<file path="src/rtl/dslope_pkg.sv">
package dslope_pkg;

  typedef enum logic [1:0] {
    PH_IDLE  = 2'd0,
    PH_ZERO  = 2'd1,
    PH_RUNUP = 2'd2,
    PH_RUNDN = 2'd3
  } phase_t;

  // true on the final cycle of a window that is span cycles long
  function automatic logic is_last(input int unsigned count, input int unsigned span);
    return count == span - 1;
  endfunction

  // code reported at the end of run-down
  function automatic int unsigned rundown_code(input int unsigned count,
                                               input logic saturated,
                                               input int unsigned max_code);
    return saturated ? max_code : count;
  endfunction

endpackage

</file>
<file path="src/rtl/dslope_phase_ctrl.sv">
module dslope_phase_ctrl
  import dslope_pkg::*;
(
  input  logic   clk,
  input  logic   rst_n,
  input  logic   accept_i,
  input  logic   zero_end_i,
  input  logic   runup_end_i,
  input  logic   rundn_end_i,
  output phase_t phase_o
);

  phase_t phase_nxt;

  always_comb begin
    phase_nxt = phase_o;
    unique case (phase_o)
      PH_IDLE:  if (accept_i)    phase_nxt = PH_ZERO;
      PH_ZERO:  if (zero_end_i)  phase_nxt = PH_RUNUP;
      PH_RUNUP: if (runup_end_i) phase_nxt = PH_RUNDN;
      PH_RUNDN: if (rundn_end_i) phase_nxt = PH_IDLE;
      default:                   phase_nxt = PH_IDLE;
    endcase
  end

  always_ff @(posedge clk or negedge rst_n) begin
    if (!rst_n) phase_o <= PH_IDLE;
    else        phase_o <= phase_nxt;
  end

endmodule

</file>
<file path="src/rtl/dslope_tick_counter.sv">
module dslope_tick_counter #(
  parameter int unsigned CW = 9
) (
  input  logic          clk,
  input  logic          rst_n,
  input  logic          clear_i,
  input  logic          run_i,
  output logic [CW-1:0] count_o
);

  always_ff @(posedge clk or negedge rst_n) begin
    if (!rst_n)       count_o <= '0;
    else if (clear_i) count_o <= '0;
    else if (run_i)   count_o <= count_o + 1'b1;
  end

endmodule

</file>
<file path="src/rtl/dslope_result_hold.sv">
module dslope_result_hold #(
  parameter int unsigned NB = 8
) (
  input  logic          clk,
  input  logic          rst_n,
  input  logic          finish_i,
  input  logic          sat_i,
  input  logic [NB-1:0] count_i,
  output logic [NB-1:0] code_o,
  output logic          over_o,
  output logic          done_o
);

  localparam int unsigned MAX_CODE = (2 ** NB) - 1;

  always_ff @(posedge clk or negedge rst_n) begin
    if (!rst_n) begin
      code_o <= '0;
      over_o <= 1'b0;
      done_o <= 1'b0;
    end else begin
      done_o <= finish_i;
      if (finish_i) begin
        code_o <= NB'(dslope_pkg::rundown_code(32'(count_i), sat_i, MAX_CODE));
        over_o <= sat_i;
      end
    end
  end

endmodule

</file>
<file path="src/rtl/dslope_seq.sv">
module dslope_seq
  import dslope_pkg::*;
#(
  parameter int unsigned N_BITS      = 8,
  parameter int unsigned ZERO_CYCLES = 4
) (
  input  logic              clk,
  input  logic              rst_n,
  input  logic              start_i,
  input  logic              cmp_above_i,
  output logic              zero_sel_o,
  output logic              in_sel_o,
  output logic              ref_sel_o,
  output logic [N_BITS-1:0] code_o,
  output logic              over_o,
  output logic              done_o
);

  localparam int unsigned RUNUP_LEN = 2 ** N_BITS;
  localparam int unsigned ZW        = $clog2(ZERO_CYCLES + 1);
  localparam int unsigned CW        = (ZW > N_BITS + 1) ? ZW : N_BITS + 1;

  phase_t        phase;
  logic [CW-1:0] cnt;

  // named phase events, also observed by the checker
  logic ev_accept, ev_zero_end, ev_runup_end, ev_cross, ev_sat, ev_finish;

  assign ev_accept    = (phase == PH_IDLE)  && start_i;
  assign ev_zero_end  = (phase == PH_ZERO)  && is_last(32'(cnt), ZERO_CYCLES);
  assign ev_runup_end = (phase == PH_RUNUP) && is_last(32'(cnt), RUNUP_LEN);
  assign ev_cross     = (phase == PH_RUNDN) && !cmp_above_i;
  assign ev_sat       = (phase == PH_RUNDN) && cmp_above_i && is_last(32'(cnt), RUNUP_LEN);
  assign ev_finish    = ev_cross || ev_sat;

  dslope_phase_ctrl u_phase (
    .clk        (clk),
    .rst_n      (rst_n),
    .accept_i   (ev_accept),
    .zero_end_i (ev_zero_end),
    .runup_end_i(ev_runup_end),
    .rundn_end_i(ev_finish),
    .phase_o    (phase)
  );

  dslope_tick_counter #(.CW(CW)) u_cnt (
    .clk    (clk),
    .rst_n  (rst_n),
    .clear_i(ev_accept || ev_zero_end || ev_runup_end || ev_finish),
    .run_i  (phase != PH_IDLE),
    .count_o(cnt)
  );

  dslope_result_hold #(.NB(N_BITS)) u_res (
    .clk     (clk),
    .rst_n   (rst_n),
    .finish_i(ev_finish),
    .sat_i   (ev_sat),
    .count_i (cnt[N_BITS-1:0]),
    .code_o  (code_o),
    .over_o  (over_o),
    .done_o  (done_o)
  );

  assign zero_sel_o = (phase == PH_ZERO);
  assign in_sel_o   = (phase == PH_RUNUP);
  assign ref_sel_o  = (phase == PH_RUNDN);

endmodule

</file>
<file path="config.mk">
export PLATFORM = sky130hd
export DESIGN_NAME = dslope_seq
export DESIGN_NICKNAME = d
export VERILOG_FILES = /design/src/rtl/dslope_pkg.sv /design/src/rtl/dslope_phase_ctrl.sv /design/src/rtl/dslope_tick_counter.sv /design/src/rtl/dslope_result_hold.sv /design/src/rtl/dslope_seq.sv
export SDC_FILE = /design/constraint.sdc
export NUM_CORES = 1
export LEC_CHECK = 0
export ABC_AREA = 1
export BUFFER_PORTS_ARGS = -buffer_cell sky130_fd_sc_hd__buf_2
export CORE_UTILIZATION = 31
export DETAILED_ROUTE_END_ITERATION = 10
export GPL_ROUTABILITY_DRIVEN = 0
export PLACE_DENSITY = 0.5
export SYNTH_ARGS = -nofsm -noshare
export SYNTH_HDL_FRONTEND = slang
export SYNTH_SLANG_ARGS = --single-unit
</file>
<file path="constraint.sdc">
create_clock -name clk -period 2.58 [get_ports clk]
set_clock_uncertainty 0.2 [all_clocks]
set_input_delay 0.645 -clock clk [delete_from_list [all_inputs] [get_ports clk]]
set_output_delay 0.645 -clock clk [all_outputs]
set_load 0.02 [all_outputs]
</file>
==> impl_results.md <==
* Post-CTS Setup Repair Bufs at 0
* DRC violations left at 0
* Synthesized area at 1119 um^2
* Initial Util at 33.00%
* Depth of the worst register-to-register path at 11
* Share of cells above drive strength 1 at 20.95%
* CTS Buffer Depth at 2
* Port Buffers at 16
* First-pass GRT wire length at 3.636 mm
* Inserted Clock Buffers at 3
* H-Tree Depth at 1
* Slew HR at 63.06%
* Post-Route Setup TNS at 0 ps
* Die Width at 62.07 um
* Ys Warns at 0
* Minimum clock period at 2237 ps
* Top Ports at 17
* First DRT Iteration DRCs at 27
* Fin. Hold Viols at 0
* FILL cells at 367
* Final setup fails at 0
* Seq cells post-synth at 21
* Rows at 21
* Die area at 3853 um^2
* Critical path endpoint category: flop
* NumNets Final at 160
* Vias in the first global route at 816
* Final Cycle Share at 86.69%
* Worst-skew pair later-pin latency at 310 ps
* WL/cell at 11.28 um
* Fmax at 447.1 MHz
* Core area at 3390 um^2
* Diode count at 0
* Synth-to-layout area growth at 14.32%
* Fin Hold WS at 73.14 ps
* Maxcap violations at 0
* Final HPWL from detailed placement at 1.729 mm
* CP Data Required Time at 2590 ps
* Clock Tree Root: clkbuf_4
* Post_cts resized at 0
* Status: complete, no violations
* Initial DRT Pass Iterations at 4
* Largest net degree at the start of global routing at 22
* WL final at 2.189 mm
* Post-layout util at 37.73%
* Register area at 525.5 um^2
* Remaining antenna violation count at 0
* Reg clk slew, reported paths at 120 ps
* PD cells at 1038 nW/um^2
* Seq/Total Area, Yosys at 46.98%
* Hold-fix buffers at CTS at 0
* Die height at 62.07 um
* Multi-input gate area at 494.2 um^2
* Gr ovfl total at 0
* Leak Pwr at 0.6735 nW
* Worst setup SP type: flop
* DR vias/cell at 4.423
* Syn avg cell area at 8.671 um^2
* CP Data Arrival Time at 2250 ps
* Sink Count at 21
* Setup CP Type: flop to flop
* CP max FO at 10
* Syn nets at 140
* Hold Path Class: primary input to asynchronous set/reset pin
* Tot Pwr at 1.327 mW
* Maximum VDD drop at 0.2942 mV
* CTS tree: yes
* Initial antenna violation count at 0
* Fin. max-slew vios at 0
* Mapped Cells at 129
* Via Count at 858
* Global-route usage over all layers at 13.51%
* Unrepaired setup endpoints after global routing: no
* Synth cell types at 20
* Worst-Margin Slew at 554.1 ps
[worst max-delay path: stages, from the launching register on]
cell,delay (ps)
dfrtp_1,430
ha_1,210
nand2_1,70
nor2_1,150
nand2_1,60
nor3_1,140
ha_1,190
inv_1,90
a21oi_4,320
nor2_4,100
nand2_4,120
nor2_1,60
[routing by layer]
layer | routed length, um | vias up | track usage [%]
met2 | 1027 | 7 | 21.73
li1 | - | 449 | -
met1 | 1077 | 397 | 17.78
met3 | 39 | 5 | 1.863
met4 | 44 | 0 | 6.667
met5 | 0 | - | 0
[sequential cells by signal (all words and copies together), names as in the netlist]
| signal | flops |
|---|---|
| u_res.done_o | 1 |
| u_cnt.count_o | 9 |
| u_res.over_o | 1 |
| u_res.code_o | 8 |
| u_phase.phase_o | 2 |
[layout by cell type (no fill, tap or decap), types with 2 or more instances in the layout]
cell	n
dfrtp_1	21
nand3_1	5
a21oi_1	2
o22ai_1	8
nor2_2	5
nand2_1	27
nor3_1	2
nand4_1	7
ha_1	7
buf_2	16
nor2_1	8
clkbuf_4	3
xor2_1	5
inv_1	24
[through the flow]
step	setup slack (ps)	std cells	area, um^2
floorplan	601.8	129	1119
global placement	383.2	190	1251
detailed placement	342.3	190	1251
CTS	321.3	194	1279
global route	151.2	194	1279
finish	343.4	194	1279
[cells in the mapped netlist (all sizes together)]
master	number	area, um^2
buf	1	5.000
ha	7	87.58
nor2	14	72.57
xor2	5	43.79
a21oi	3	26.28
nand4	7	43.79
or2	2	12.52
nor3	2	10.01
nand3	6	35.03
inv	25	93.84
dfrtp	21	525.5
o22ai	8	50.05
nand2	28	112.6
[logic make-up (layout without fill, tap and decap cells)]
logic type | count (synthesis) | in the layout | synth area share (%)
flops | 21 | 21 | 46.98
simple gates | 59 | 59 | 25.62
buf+inv | 26 | 45 | 8.836
xor+xnor | 5 | 5 | 3.915
compound gates | 11 | 11 | 6.824
fa+ha+maj | 7 | 7 | 7.830
[worst paths after layout]
kind / to / slack (ps) / startpoint
max in group asynchronous: u_res.code_o[3] / 1790 / rst_n
min: u_phase.phase_o[0] / 70 / rst_n
max reg2reg: u_cnt.count_o[4] / 340 / u_cnt.count_o[0]
max: u_cnt.count_o[4] / 340 / u_cnt.count_o[0]
min reg2reg: u_res.over_o / 290 / u_res.over_o
min in group clk: u_res.over_o / 290 / u_res.over_o
[power by group]
part | internal [mW] | switching [mW]
clock network | 0.0579 | 0.102
registers | 0.436 | 0.0734
logic | 0.227 | 0.431
[cell type report]
type                       instances  area share (%)
timing repair buffer              16           6.262
tap                               46           4.501
clock buffer                       3           1.761
sequential                        21           41.10
inverter                          25           7.339
multi-input combinational         82           38.65
clock inverter                     1          0.3914
Note: power is estimated with default switching activity, not from simulation.
